$ cat src/rtl/pg_pkg.sv
package pg_pkg;

  typedef struct packed {
    logic load;     // capture configuration, clear index, reseed
    logic advance;  // accepted write: step index and random source
  } pgStrobes_t;

  typedef enum logic [1:0] {
    PG_IDLE = 2'd0,
    PG_RUN  = 2'd1,
    PG_DONE = 2'd2
  } pgState_e;

endpackage

$ cat src/rtl/pg_datapath.sv
module pg_datapath
  import pg_pkg::*;
#(
  parameter int DATA_W = 32,
  parameter int ADDR_W = 10,
  parameter int LEN_W  = 12,
  parameter logic [DATA_W-1:0] SEED = {(DATA_W/8){8'hA5}},
  localparam int BYTES   = DATA_W / 8,
  localparam int SHIFT   = $clog2(BYTES),
  localparam int WADDR_W = ADDR_W - SHIFT
) (
  input  logic               clk,
  input  logic               rstN,
  input  pgStrobes_t         strobes,
  input  logic [ADDR_W-1:0]  cfgBase,
  input  logic [ADDR_W-1:0]  cfgEnd,
  input  logic [LEN_W-1:0]   cfgLength,
  input  logic               cfgRandom,
  output logic [WADDR_W-1:0] wrAddr,
  output logic [DATA_W-1:0]  wrData,
  output logic               lastWord,
  output logic               emptyReq
);

  logic [LEN_W-1:0]   lenWords;
  logic [ADDR_W-1:0]  rangeBytes;
  logic [WADDR_W-1:0] maskIn;
  logic [WADDR_W-1:0] baseWordIn;

  logic [WADDR_W-1:0] baseWordQ;
  logic [WADDR_W-1:0] maskQ;
  logic [LEN_W-1:0]   countQ;
  logic [LEN_W-1:0]   idxQ;
  logic [DATA_W-1:0]  lfsrQ;
  logic               randQ;
  logic               fb;

  // Byte quantities converted to words at load time
  assign lenWords   = LEN_W'(cfgLength >> SHIFT);
  assign rangeBytes = cfgEnd - cfgBase;
  assign maskIn     = WADDR_W'(rangeBytes - ADDR_W'(1));
  assign baseWordIn = WADDR_W'(cfgBase >> SHIFT);
  assign emptyReq   = (lenWords == '0);

  // Feedback taps chosen per supported width (maximal-length polynomials)
  generate
    if (DATA_W == 8) begin : gTap8
      assign fb = lfsrQ[7] ^ lfsrQ[5] ^ lfsrQ[4] ^ lfsrQ[3];
    end else if (DATA_W == 64) begin : gTap64
      assign fb = lfsrQ[63] ^ lfsrQ[62] ^ lfsrQ[60] ^ lfsrQ[59];
    end else begin : gTap32
      assign fb = lfsrQ[31] ^ lfsrQ[21] ^ lfsrQ[1] ^ lfsrQ[0];
    end
  endgenerate

  always_ff @(posedge clk) begin
    if (!rstN) begin
      baseWordQ <= '0;
      maskQ     <= '0;
      countQ    <= '0;
      idxQ      <= '0;
      lfsrQ     <= SEED;
      randQ     <= 1'b0;
    end else if (strobes.load) begin
      baseWordQ <= baseWordIn;
      maskQ     <= maskIn;
      countQ    <= lenWords;
      idxQ      <= '0;
      lfsrQ     <= SEED;
      randQ     <= cfgRandom;
    end else if (strobes.advance) begin
      idxQ  <= idxQ + LEN_W'(1);
      lfsrQ <= {lfsrQ[DATA_W-2:0], fb};
    end
  end

  assign wrAddr   = baseWordQ + (WADDR_W'(idxQ) & maskQ);
  assign wrData   = randQ ? lfsrQ : DATA_W'(idxQ);
  assign lastWord = (idxQ == countQ - LEN_W'(1));

  // Every address stays inside the masked window above the base word
  assert_addr_window_R5: assert property (@(posedge clk) disable iff (!rstN)
    ((wrAddr - baseWordQ) & ~maskQ) == '0);

  // The random source never collapses into the all-zero lock-up state
  assert_lfsr_nonzero_R6: assert property (@(posedge clk) disable iff (!rstN)
    lfsrQ != '0);

endmodule

$ cat src/rtl/pg_ctrl.sv
module pg_ctrl
  import pg_pkg::*;
(
  input  logic       clk,
  input  logic       rstN,
  input  logic       startPulse,
  input  logic       wrReady,
  input  logic       lastWord,
  input  logic       emptyReq,
  output pgStrobes_t strobes,
  output logic       wrValid,
  output logic       busy,
  output logic       done
);

  pgState_e stateQ, stateNext;

  always_comb begin
    strobes   = '0;
    stateNext = stateQ;
    case (stateQ)
      PG_IDLE, PG_DONE: begin
        if (startPulse) begin
          strobes.load = 1'b1;
          stateNext    = emptyReq ? PG_DONE : PG_RUN;
        end
      end
      PG_RUN: begin
        if (wrReady) begin
          strobes.advance = 1'b1;
          if (lastWord) stateNext = PG_DONE;
        end
      end
      default: stateNext = PG_IDLE;
    endcase
  end

  always_ff @(posedge clk) begin
    if (!rstN) stateQ <= PG_IDLE;
    else       stateQ <= stateNext;
  end

  assign wrValid = (stateQ == PG_RUN);
  assign busy    = (stateQ == PG_RUN);
  assign done    = (stateQ == PG_DONE);

  assert_valid_hold_R7: assert property (@(posedge clk) disable iff (!rstN)
    (wrValid && !wrReady) |=> wrValid);

  assert_done_after_last_R8: assert property (@(posedge clk) disable iff (!rstN)
    (wrValid && wrReady && lastWord) |=> (done && !wrValid));

  assert_busy_no_load_R9: assert property (@(posedge clk) disable iff (!rstN)
    busy |-> !strobes.load);

endmodule

$ cat src/rtl/pattern_writer.sv
module pattern_writer
  import pg_pkg::*;
#(
  parameter int DATA_W = 32,
  parameter int ADDR_W = 10,
  parameter int LEN_W  = 12,
  parameter logic [DATA_W-1:0] SEED = {(DATA_W/8){8'hA5}}
) (
  input  logic                                  clk,
  input  logic                                  rstN,
  input  logic                                  startPulse,
  input  logic [ADDR_W-1:0]                     cfgBase,
  input  logic [ADDR_W-1:0]                     cfgEnd,
  input  logic [LEN_W-1:0]                      cfgLength,
  input  logic                                  cfgRandom,
  output logic                                  wrValid,
  input  logic                                  wrReady,
  output logic [ADDR_W-$clog2(DATA_W/8)-1:0]    wrAddr,
  output logic [DATA_W-1:0]                     wrData,
  output logic                                  busy,
  output logic                                  done
);

  pgStrobes_t strobes;
  logic       lastWord;
  logic       emptyReq;

  pg_ctrl u_ctrl (
    .clk       (clk),
    .rstN      (rstN),
    .startPulse(startPulse),
    .wrReady   (wrReady),
    .lastWord  (lastWord),
    .emptyReq  (emptyReq),
    .strobes   (strobes),
    .wrValid   (wrValid),
    .busy      (busy),
    .done      (done)
  );

  pg_datapath #(
    .DATA_W(DATA_W),
    .ADDR_W(ADDR_W),
    .LEN_W (LEN_W),
    .SEED  (SEED)
  ) u_datapath (
    .clk      (clk),
    .rstN     (rstN),
    .strobes  (strobes),
    .cfgBase  (cfgBase),
    .cfgEnd   (cfgEnd),
    .cfgLength(cfgLength),
    .cfgRandom(cfgRandom),
    .wrAddr   (wrAddr),
    .wrData   (wrData),
    .lastWord (lastWord),
    .emptyReq (emptyReq)
  );

  // A stalled write keeps its address and data
  assert_stall_stable_R7: assert property (@(posedge clk) disable iff (!rstN)
    (wrValid && !wrReady) |=> ($stable(wrAddr) && $stable(wrData)));

endmodule

$ cat config.mk
export PLATFORM = sky130hd
export DESIGN_NAME = pattern_writer
export DESIGN_NICKNAME = d
export VERILOG_FILES = /design/src/rtl/pg_pkg.sv /design/src/rtl/pg_datapath.sv /design/src/rtl/pg_ctrl.sv /design/src/rtl/pattern_writer.sv
export SDC_FILE = /design/constraint.sdc
export NUM_CORES = 1
export LEC_CHECK = 0
export ABC_CLOCK_PERIOD_IN_PS = 2880
export CORE_MARGIN = 2
export CORE_UTILIZATION = 50
export DETAILED_ROUTE_END_ITERATION = 12
export DONT_BUFFER_PORTS = 1
export GPL_TIMING_DRIVEN = 0
export HOLD_SLACK_MARGIN = 0.06
export PLACE_DENSITY = 0.69
export SETUP_SLACK_MARGIN = 0.2
export SYNTH_ARGS = -nofsm -noshare
export SYNTH_HDL_FRONTEND = slang
export SYNTH_HIERARCHICAL = 1
export SYNTH_SLANG_ARGS = --single-unit
export TNS_END_PERCENT = 10
$ cat constraint.sdc
create_clock -name clk -period 2.88 [get_ports clk]
set_input_delay 0.576 -clock clk [delete_from_list [all_inputs] [get_ports clk]]
set_output_delay 0.576 -clock clk [all_outputs]
set_load 0.03 [all_outputs]
# [Word-level counts from Yosys, hierarchy flattened]
# Index checks and enable logic that the tools add are counted.
[op_classes] addsub=5 mul=0 n_div=0 magnitude_cmp=0 n_eq_ne=6 n_shift=0 n_mux=10 bitwise=5 n_reduce_logical=5
[ops] cell="two-way mux 32 bit" count=1
[ops] cell="adder 12 x 1 -> 12 bit (second input constant)" count=1
[ops] cell="== test 12 bit" count=1
[ops] cell="zero test 12 bit" count=1
[ops] cell="subtractor 10 x 1 -> 11 bit (second input constant)" count=1
[ops] cell="adder 8 bit" count=1
[ops] cell="bitwise AND 8 bit" count=1
[ops] cell="two-way mux 2 bit" count=4
[ops] cell="subtractor 8 x 1 -> 8 bit (second input constant)" count=1
[ops] cell="subtractor 8 bit" count=1
[ops] cell="two-way mux 1 bit" count=4
[ops] cell="!= test 2 bit (second input constant)" count=2
[ops] cell="case mux 2 bit (2 select lines)" count=1
[ops] cell="OR reduction 2 bit" count=2
[ops] cell="AND reduction 3 bit" count=1
[ops] cell="XOR 1 bit" count=3
[ops] cell="== test 2 x 1 -> 1 bit (second input constant)" count=1
[ops] cell="== test 2 bit (second input constant)" count=1
[ops] cell="zero test 2 bit" count=1
[ops] cell="!= test 2 x 1 -> 1 bit (second input constant)" count=1
[ops] cell="inverter 1 bit" count=1
[totals] ff_bits=73 latchBits=0 ramBits=0 romBits=0 in_bits=37 out_inout_bits=43 n_memories=0

# [Longest topological paths before layout]
# Gate-level depths: netlist of run 1.
[depth] depth_word=5 mapped_depth=10 depth_no_buf=10

# [Modules after synthesis]
# Netlist of run 1, hierarchy kept.
[modules_own_cells] mod="pg_datapath" instances=1 cells_per_inst=430 area_per_inst_um2=3952.5 seq_area_each_um2=1421.4
[modules_own_cells] mod="pg_ctrl" instances=1 cells_per_inst=15 area_per_inst_um2=135.1 seq_area_each_um2=40.0

# [Worst setup path after synthesis of run 1]
# OpenSTA, ideal clock, no wires.
[synth_path] path_kind="flip-flop to output port" from="register u_datapath.idxQ[0]" to="output port wrAddr[6]" t_arrival_ns=2.114 path_slack_ns=0.190 stages_incl_launch_ff=10 path_buffers=1 path_cell_list="dfxtp_1 -> clkbuf_1 -> and2_1 -> ha_1 -> fa_1 -> a21o_1 -> a21oi_1 -> o21bai_1 -> a21oi_1 -> xnor2_1"
[synth_between] elab_chain_cells=2
[synth_lines] item="start: declaration" line="pg_datapath.sv:33" rtl="logic [LEN_W-1:0] idxQ;"
[synth_lines] item="start signal: assignment" line="pg_datapath.sv:72" rtl="idxQ <= idxQ + LEN_W'(1);"
[synth_lines] item="bitwise AND 8 bit" line="pg_datapath.sv:77" rtl="assign wrAddr = baseWordQ + (WADDR_W'(idxQ) & maskQ);"
[synth_lines] item="adder 8 bit" line="pg_datapath.sv:77"
[synth_lines] item="end: declaration" line="pattern_writer.sv:18" rtl="output logic [ADDR_W-$clog2(DATA_W/8)-1:0] wrAddr,"
# Every way passes these cells.

# [Final worst setup path of run 1]
# Same ends and word-level chain as after synthesis.

==> flow_summary.toml, run 1 <==
[routing]
drt_iter0_drc = 83
avgViaCountPerCell = 5.45
dr_total_vias = 3091
dr.pass1.iters = 4
antenna_left = 0
wl_per_cell_um = 15.6
finalWirelength_mm = 8.82
drc = 0

[timing]
fin_skew_ps = 10.8
fmaxAchievable_mhz = 347
slew_viol_final = 0
fin_crit_sh = 1.00
rsz0062_at_grt = "true"
hold_violations = 0
relSlewSlack = 0.338
setup_viol = 0
max_slew.worst_pin.slew_ps = 983
timing.final.ws_setup_ps = 1.04
fin_tns_setup_ps = 0
period_needed_ps = 2880

[placement]
place_area_sq_um = 4220
dp_slack_ps = -3.41
io_buffers = 0
hpwl_mm = 6.60
gp_congestion = 0.816

[worst_setup_path]
arrival_ps = 2300
startpoint = "u_datapath/idxQ[0]"
slowest_stage = "fa_2"
critical_path.max_stage_delay_ps = 350
critPathKind = "reg -> out"
crit_top_cell = "a21oi_2"
critPathTopFamily = "compound AO/OA/AOI/OAI gates"
r2r-end = "u_ctrl/stateQ[0]"
r2r_slack_ps = 570
critPathMaxFanout = 2
rr_worst_depth = 10
worstPathRequired_ps = 2300
critPathLaunchType = "flip-flop"
worstPathCellList = "buf_8 -> and2_4 -> ha_4 -> fa_2 -> a21o_1 -> a21oi_2 -> o21bai_1 -> a21oi_2 -> xnor2_4"
critPathBufInv = 1
reg2reg_from = "u_datapath/countQ[0]"
end_kind = "output port"

[worst_hold_path]
min_path_cells = 1
hold_class = "in -> reg"
min_to = "u_ctrl/stateQ[0]"
min_from = "rstN"

[die]
die_h_um = 94.4
initial_core_util = 0.524
num_rows = 32
die-area_sq_um = 8910
die_w_um = 94.4
core-area_sq_um = 7810
io_pins = 80

[finish]
design_area_sq_um = 4630
drive_above_1_share = 0.131
nFillCells = 690
final_util = 0.593
fin_nets = 515
antenna_cells = 0
area_growth_pct = 13.2

[grt]
overflow = 0
grtUsageTotal = 0.201
grt_use_met2 = 0.334
grt_max_degree = 15
top_usage_layer = "met2"
antenna_found_initial = 0
grt_pass1_vias = 2881
gr-usage-met3 = 0.0686
met1_usage = 0.255
grt_pass1_wl_mm = 13.9

[run]
drv_cap = 0

[synth]
synth_common_cells = "73 x dfxtp_1, 57 x mux2i_1, 37 x nor2_1, 33 x nand2_1"
yosysUniqueCellTypes = 54
yosysMostFrequentCell = "dfxtp_1"
yosysTopAreaCell = "dfxtp_1"
synth-warning-count = 6
synthFlopType = "dfxtp_1"
synth_area_per_cell_sq_um = 9.19
synthArstFlopShare = 0
yosys.area.top_type_share = 0.358
synthCells = 445
ys_seq_area_frac = 0.358
synth_seq_cells = 73
syn_nets = 500
synth_area_leaders = "dfxtp_1 36%, mux2i_1 14%, ha_1 4.9%"
synth-edff-count = 0
syn_area_sq_um = 4090

[clocking]
insertion_delay_ps = 350
h-tree-depth = 3
cts_hold_buf = 0
cts_buffers = 9
cts.clk_slew.worst_paths_ps = 80
cts.sinks = 73
cts_tree = "done"
cts_buffer_depth = 2
root_buffer = "clkbuf_8"

[outcome]
status = "completed"

[power_and_ir_drop]
total_power_mw = 2.49
leakagePower_nw = 1.85
ir_worst_vdd_mv = 0.410
power_density_nw_per_um2 = 539
[where the power goes]
part | switching [mW] | leakage, nW | total (mW) | internal, mW
clock network | 0.410 | 0.121 | 0.995 | 0.584
logic | 0.236 | 1.14 | 0.410 | 0.174
registers | 0.0366 | 0.597 | 1.09 | 1.05
[cells by family after synthesis]
logic type | count (synthesis) | share of synthesized area
xor+xnor | 34 | 0.0729
flops | 73 | 0.358
compound gates | 44 | 0.0759
simple gates | 168 | 0.224
mux | 67 | 0.167
buf+inv | 41 | 0.0441
fa+ha+maj | 18 | 0.0588
[repair_timing]
item,in CTS,in global routing
gates resized for setup,20,4
pin swaps,9,8
endpoints found under the setup margin,6,7
setup buffers,3,1
hold endpoints to repair,0,0
[layer usage]
| layer | up-vias | part of all wire |
|---|---|---|
| li1 | 1544 | - |
| met1 | 1459 | 0.45 |
| met2 | 81 | 0.47 |
| met3 | 7 | 0.071 |
| met4 | 0 | 0.0096 |
| met5 | - | 0 |
[per-stage QoR]
stage | instances | hold WS, ps
after floorplan | 445 | 447
after global placement | 547 | 454
after detailed placement | 547 | 464
after CTS | 566 | 345
after global routing | 567 | 356
final | 567 | 361
[layout make-up]
cell class / instances / area, sq um / share of cell area
multi-input cells: 331 / 2560 / 0.554
inverters: 14 / 52.6 / 0.0114
well taps: 102 / 128 / 0.0276
repair buffers: 4 / 30.0 / 0.00649
plain buffers: 27 / 139 / 0.0300
clock buffers: 9 / 124 / 0.0268
clock inverters: 7 / 124 / 0.0268
flip-flops and latches: 73 / 1470 / 0.317
[state kept, by name (all words and copies together), names as in the netlist]
name	flops
u_datapath/lfsrQ	32
u_datapath/idxQ	12
u_datapath/countQ	10
u_datapath/baseWordQ	8
u_datapath/maskQ	8
u_ctrl/stateQ	2
u_datapath/randQ	1
[cells in the final DEF, fill, tap and decap left out, types with 4 or more instances in the layout]
master and count:
a21o_1 6, a21oi_1 8, and2_1 27, buf_2 4, buf_4 5, clkbuf_1 17
clkbuf_8 10, dfxtp_1 71, ha_1 15, inv_1 14, mux2_2 10, mux2i_1 57
nand2_1 33, nand4_1 8, nor2_1 36, nor2b_1 28, nor3_1 6, o211ai_1 4
o21ai_0 7, or3_1 4, xnor2_1 15, xor2_1 14
[worst max-delay path by stage]
stage                 to  slack, ps  cells past startpoint
2_1_floorplan  wrAddr[6]        250                      9
3_3_place_gp   wrAddr[6]         30                      9
3_5_place_dp   wrAddr[6]         -3                      9
4_1_cts        wrAddr[6]        -70                      9
5_1_grt        wrAddr[6]       -120                      9
6_report       wrAddr[6]          1                      9
[worst reg2reg max path, stage by stage (launching register included)]
cell      delay [ps]
dfxtp_1          360
inv_1             70
ha_1             260
nor4b_4          350
o2111a_1         220
o21ai_0           90
a221o_1          340
a211oi_2         220
nand2_1           90
a22oi_2          140
nor2b_2           50
(Power assumes the default switching activity.)
==> inputs of run 2 (changes only) <==
--- a/config.mk
+++ b/config.mk
@@ -16,6 +16,5 @@
 export SETUP_SLACK_MARGIN = 0.2
 export SYNTH_ARGS = -nofsm -noshare
 export SYNTH_HDL_FRONTEND = slang
-export SYNTH_HIERARCHICAL = 1
 export SYNTH_SLANG_ARGS = --single-unit
 export TNS_END_PERCENT = 10
==> flow_summary.toml, run 2 <==
[routing]
wl_met3_um = 634
met2_length_mm = 4.48
route.top_layer_used = "met4"
finalWirelength_mm = 9.72
dr_total_vias = 3447
antenna_left = 0
drt_iter0_drc = 147
drc = 0
dr.pass1.iters = 4
avgViaCountPerCell = 5.44
wl_per_cell_um = 15.3
wirelength_met1_mm = 4.41

[power_and_ir_drop]
ir_worst_vdd_mv = 0.462
total_power_mw = 2.37
power_density_nw_per_um2 = 524
leakagePower_nw = 1.84

[synth]
synth-edff-count = 0
synth-warning-count = 0
synth_common_cells = "123 x nand2_1, 73 x dfxtp_1, 30 x and2_1, 29 x clkbuf_1, 26 x a21oi_1"
synthCells = 511
synth_seq_cells = 73
syn_nets = 566
yosysTopAreaCell = "dfxtp_1"
yosys.area.top_type_share = 0.363
syn_area_sq_um = 4020
yosysUniqueCellTypes = 49
synthFlopType = "dfxtp_1"
synthArstFlopShare = 0
ys_seq_area_frac = 0.363
synth_area_leaders = "dfxtp_1 36%, nand2_1 11%, ha_1 5.0%"
synth_area_per_cell_sq_um = 7.87
yosysMostFrequentCell = "nand2_1"

[grt]
grt_pass1_wl_mm = 15.6
grt_pass1_vias = 3222
grtUsageTotal = 0.226
overflow = 0
grt_max_degree = 14
antenna_found_initial = 0

[finish]
top_regs = "u_datapath.lfsrQ: 32 flops, u_datapath.idxQ: 12 flops, u_datapath.countQ: 10 flops"
largest_register_ffs = 32
multi_input_area_sq_um = 2480
layout_commonest_cell = "nand2_1"
mostFrequentLayoutCells = "122 x nand2_1, 70 x dfxtp_1, 28 x and2_1"
fin_nets = 582
drive_above_1_share = 0.107
antenna_cells = 0
regMostFlops = "u_datapath.lfsrQ"
regArea_sq_um = 1470
final_util = 0.583
area_growth_pct = 12.6
nFillCells = 716

[timing]
hold_violations = 0
max_slew.worst_pin.slew_ps = 892
slew_viol_final = 0
rsz0062_at_grt = "true"
fmaxAchievable_mhz = 360
setup_viol = 0
period_needed_ps = 2780
fin_skew_ps = 11.1
relSlewSlack = 0.404
fin_crit_sh = 0.964

[worst_setup_path]
critPathMaxFanout = 6
arrival_ps = 2200
worstPathCellList = "nand2_4 -> inv_1 -> ha_1 -> a21o_1 -> a21oi_2 -> o21ai_2 -> o41ai_2 -> xnor2_2"
r2r_slack_ps = 480
worstPathRequired_ps = 2300
critPathKind = "reg -> out"
critPathLaunchType = "flip-flop"
slowest_stage = "dfxtp_4"
critPathTopFamily = "compound AO/OA/AOI/OAI gates"
critical_path.max_stage_delay_ps = 380
critPathBufInv = 1
end_kind = "output port"

[die]
die_h_um = 93.7
core-area_sq_um = 7770
initial_core_util = 0.518
io_pins = 80
num_rows = 32
die-area_sq_um = 8780
die_w_um = 93.7

[clocking]
insertion_delay_ps = 350
cts.clk_slew.worst_paths_ps = 80
cts_buffer_depth = 2
h-tree-depth = 3
cts_hold_buf = 0
cts_buffers = 9
cts_tree = "done"
root_buffer = "clkbuf_8"
cts.sinks = 73

[run]
drv_cap = 0

[outcome]
status = "completed"

[placement]
io_buffers = 0
hpwl_mm = 7.15
gp_congestion = 0.817

[worst_hold_path]
hold_class = "in -> reg"
run 2: cell types whose count changed in the layout (fill, tap and decap cells not counted), sizes merged, moves of 3 or more:
cell	before	now
nand2	33	123
mux2i	57	1
nor2b	30	6
a21boi	0	21
nand3	3	23
a21oi	10	26
nor2	37	22
clkbuf	27	39
buf	13	10
nor3b	1	4
o21a	0	3
o21ai	9	12
run 2: final timing paths:
path                   startpoint                    to  cells after the start
max            u_datapath.idxQ[1]             wrAddr[7]                      8
min                  cfgLength[7]  u_datapath.countQ[5]                      2
max reg2reg  u_datapath.countQ[0]      u_ctrl.stateQ[1]                      8
min reg2reg  u_datapath.lfsrQ[27]  u_datapath.lfsrQ[28]                      2
run 2: cell families (layout without fill, tap and decap cells):
family | after synthesis | count (layout) | share of synthesized area
AOI/OAI and AO/OA | 81 | 81 | 0.131
xor gates and xnor gates | 34 | 34 | 0.0740
adders and majority gates | 18 | 18 | 0.0597
buffers and inverters | 48 | 69 | 0.0460
DFF | 73 | 73 | 0.363
muxes | 13 | 13 | 0.0361
and+or+nand+nor | 244 | 244 | 0.290
run 2: cell type report:
cell class	instances	share of cell area
Multi-Input combinational cell	390	0.547
Sequential cell	73	0.324
Buffer	34	0.0306
Clock buffer	10	0.0304
Tap cell	102	0.0282
Clock inverter	6	0.0199
Inverter	14	0.0116
Timing Repair Buffer	5	0.00828
run 2: power by group:
group | switching, mW | internal, mW | total (mW)
clock | 0.396 | 0.514 | 0.910
combinational | 0.237 | 0.136 | 0.373
sequential | 0.0369 | 1.05 | 1.09
run 2: per-stage QoR:
stage	std cells	TNS [ps]	setup slack (ps)	hold slack [ps]	instance area, sq um
final	634	0	104	364	4530
after global routing	634	0	24.9	365	4530
after CTS	631	0	50.3	356	4500
after detailed placement	613	-138	-138	455	4150
after global placement	613	-105	-105	450	4150
after floorplan	511	0	203	439	4020
run 2: metal layers:
layer | vias to the layer above | track usage
li1 | 1748 | -
met1 | 1572 | 0.300
met2 | 109 | 0.358
met3 | 18 | 0.0514
met4 | 0 | 0.0845
met5 | - | 0
run 2: repair_timing:
action                     in CTS  in global routing
setup buffers                   2                  3
pin swaps                       8                  6
setup endpoints to repair       6                  5
resized for setup              24                  6
==> inputs of run 3 (changes only) <==
--- a/config.mk
+++ b/config.mk
@@ -5,6 +5,7 @@
 export SDC_FILE = /design/constraint.sdc
 export NUM_CORES = 1
 export LEC_CHECK = 0
+export ABC_AREA = 1
 export ABC_CLOCK_PERIOD_IN_PS = 2880
 export CORE_MARGIN = 2
 export CORE_UTILIZATION = 50
==> constraint.sdc (replaced) <==
create_clock -name clk -period 2.88 [get_ports clk]
set_input_delay 0.432 -clock clk [delete_from_list [all_inputs] [get_ports clk]]
set_output_delay 0.432 -clock clk [all_outputs]
set_load 0.03 [all_outputs]
==> flow_summary.toml, run 3 <==
[timing]
hold_violations = 0
fin_tns_setup_ps = 0
max_slew.worst_pin.slew_ps = 1050
period_needed_ps = 2650
fmaxAchievable_mhz = 378
fin_crit_sh = 0.918
relSlewSlack = 0.290
rsz0062_at_grt = "true"
fin_skew_ps = 14.5
setup_viol = 0
slew_viol_final = 0

[worst_hold_path]
hold_class = "in -> reg"

[finish]
top_regs = "u_datapath.lfsrQ: 32 flops, u_datapath.idxQ: 12 flops, u_datapath.countQ: 10 flops"
antenna_cells = 0
mostFrequentLayoutCells = "171 x nand2_1, 80 x inv_1, 71 x dfxtp_1"
drive_above_1_share = 0.0853
fin_nets = 636
multi_input_area_sq_um = 2160
regMostFlops = "u_datapath.lfsrQ"
largest_register_ffs = 32
area_growth_pct = 12.4
regArea_sq_um = 1470
layout_commonest_cell = "nand2_1"
nFillCells = 743

[worst_setup_path]
cp-endpoint = "wrAddr[6]"
critPathKind = "reg -> out"
reg2reg_from = "u_ctrl.stateQ[0]"
rr_worst_depth = 10
end_kind = "output port"
r2r_slack_ps = 1000
worstPathRequired_ps = 2450
critPathMaxFanout = 5
startpoint = "u_datapath.idxQ[0]"
r2r-end = "u_datapath.idxQ[11]"
critPathLaunchType = "flip-flop"
arrival_ps = 2210

[clocking]
cts_hold_buf = 0
h-tree-depth = 3
cts_tree = "done"
insertion_delay_ps = 360
cts.sinks = 73
cts_buffer_depth = 2
cts_buffers = 9
cts.clk_slew.worst_paths_ps = 80
root_buffer = "clkbuf_8"

[die]
die_h_um = 92.7
initial_core_util = 0.511
io_pins = 80
die_w_um = 92.7
num_rows = 32
die-area_sq_um = 8590
core-area_sq_um = 7690

[grt]
antenna_found_initial = 0
overflow = 0
grt_pass1_vias = 3356
grtUsageTotal = 0.237
grt_max_degree = 14
grt_pass1_wl_mm = 15.9

[synth]
yosysTopAreaCell = "dfxtp_1"
ys_seq_area_frac = 0.372
yosysUniqueCellTypes = 39
synth-edff-count = 0
synth_common_cells = "172 x nand2_1, 80 x inv_1, 73 x dfxtp_1, 48 x o21ai_0, 40 x a21oi_1"
synthFlopType = "dfxtp_1"
syn_area_sq_um = 3930
yosysMostFrequentCell = "nand2_1"
synth_area_leaders = "dfxtp_1 37%, nand2_1 16%, inv_1 7.6%"
yosys.area.top_type_share = 0.372
synthArstFlopShare = 0
synth-warning-count = 0
synth_seq_cells = 73
syn_nets = 624
synth_area_per_cell_sq_um = 6.91
synthCells = 569

[power_and_ir_drop]
power_density_nw_per_um2 = 579
ir_worst_vdd_mv = 0.282
leakagePower_nw = 2.13
total_power_mw = 2.56

[placement]
hpwl_mm = 7.28
io_buffers = 0
gp_congestion = 0.884

[routing]
avgViaCountPerCell = 5.16
finalWirelength_mm = 9.64
drc = 0
dr.pass1.iters = 4
drt_iter0_drc = 201
antenna_left = 0
dr_total_vias = 3552
wl_per_cell_um = 14.0

[run]
drv_cap = 0

[outcome]
status = "completed"
run 3: changes by cell type after synthesis, moves of 5 or more:
cell	delta
nand2_1	+49
a21oi_1	+14
o21ai_0	+37
mux2_2	-12
a21boi_0	-21
clkbuf_1	-14
nor2_1	+6
nor2b_1	-6
or4_1	-5
inv_1	+66
a22o_1	+5
xnor2_1	-10
and2_1	-30
run 3: worst min path at each step:
| stage | startpoint | end | slack [ps] | cells after the start |
|---|---|---|---|---|
| 2_1_floorplan | u_datapath.maskQ[2] | u_datapath.maskQ[2] | 430 | 2 |
| 6_report | cfgLength[5] | u_datapath.countQ[3] | 190 | 2 |
| 5_1_grt | cfgLength[10] | u_datapath.countQ[8] | 190 | 2 |
| 4_1_cts | cfgLength[5] | u_datapath.countQ[3] | 180 | 2 |
| 3_5_place_dp | u_datapath.maskQ[4] | u_datapath.maskQ[4] | 460 | 2 |
| 3_3_place_gp | u_datapath.maskQ[2] | u_datapath.maskQ[2] | 440 | 2 |
run 3: cell type report:
cell class | count | share of cell area
plain buffers | 22 | 0.0227
well taps | 102 | 0.0289
clock buffers | 10 | 0.0289
clock inverters | 6 | 0.0261
repair buffers | 1 | 0.00170
inverters | 83 | 0.0705
multi-input cells | 391 | 0.489
flip-flops and latches | 73 | 0.332
run 3: power by group:
group	switching [mW]	leakage [nW]	internal, mW
registers	0.0449	0.597	1.07
clock network	0.400	0.117	0.580
logic	0.325	1.42	0.142
total	0.770	2.13	1.79
run 3: stage by stage:
stage	hold slack, ps	setup slack, ps	instances	area (sq um)	utilization
after floorplan	428	374	569	3930	-
after global placement	443	142	671	4060	0.528
after detailed placement	455	115	671	4060	0.528
after CTS	176	200	688	4370	0.569
after global routing	191	101	688	4420	0.575
final	186	235	688	4420	0.575
run 3: what timing repair did:
action,4_1_cts,5_1_grt
gates resized for setup,15,6
endpoints found under the hold margin,0,0
setup endpoints to repair,3,4
gates cloned,0,0
buffers inserted,1,0
pin swaps,5,5
run 3: logic make-up after synthesis:
group	count (synthesis)	share of synthesized area
xor+xnor	21	0.0468
buf+inv	105	0.105
fa+ha+maj	18	0.0611
flops	73	0.372
simple gates	246	0.268
compound gates	106	0.148
run 3: critical path, cell delays in order (launching register included):
cell and delay [ps]:
dfxtp_4 380, nand2_1 50, inv_1 50, ha_1 180, inv_1 70, fa_2 360
o21ai_2 140, a21oi_1 110, o21ai_2 230, xor2_4 280
run 3: per-layer routing:
layer	wire, um	track usage	part of all wire
met2	4510	0.384	0.47
met3	567	0.0537	0.059
met1	4390	0.307	0.45
met4	174	0.0931	0.018
met5	0	0	0
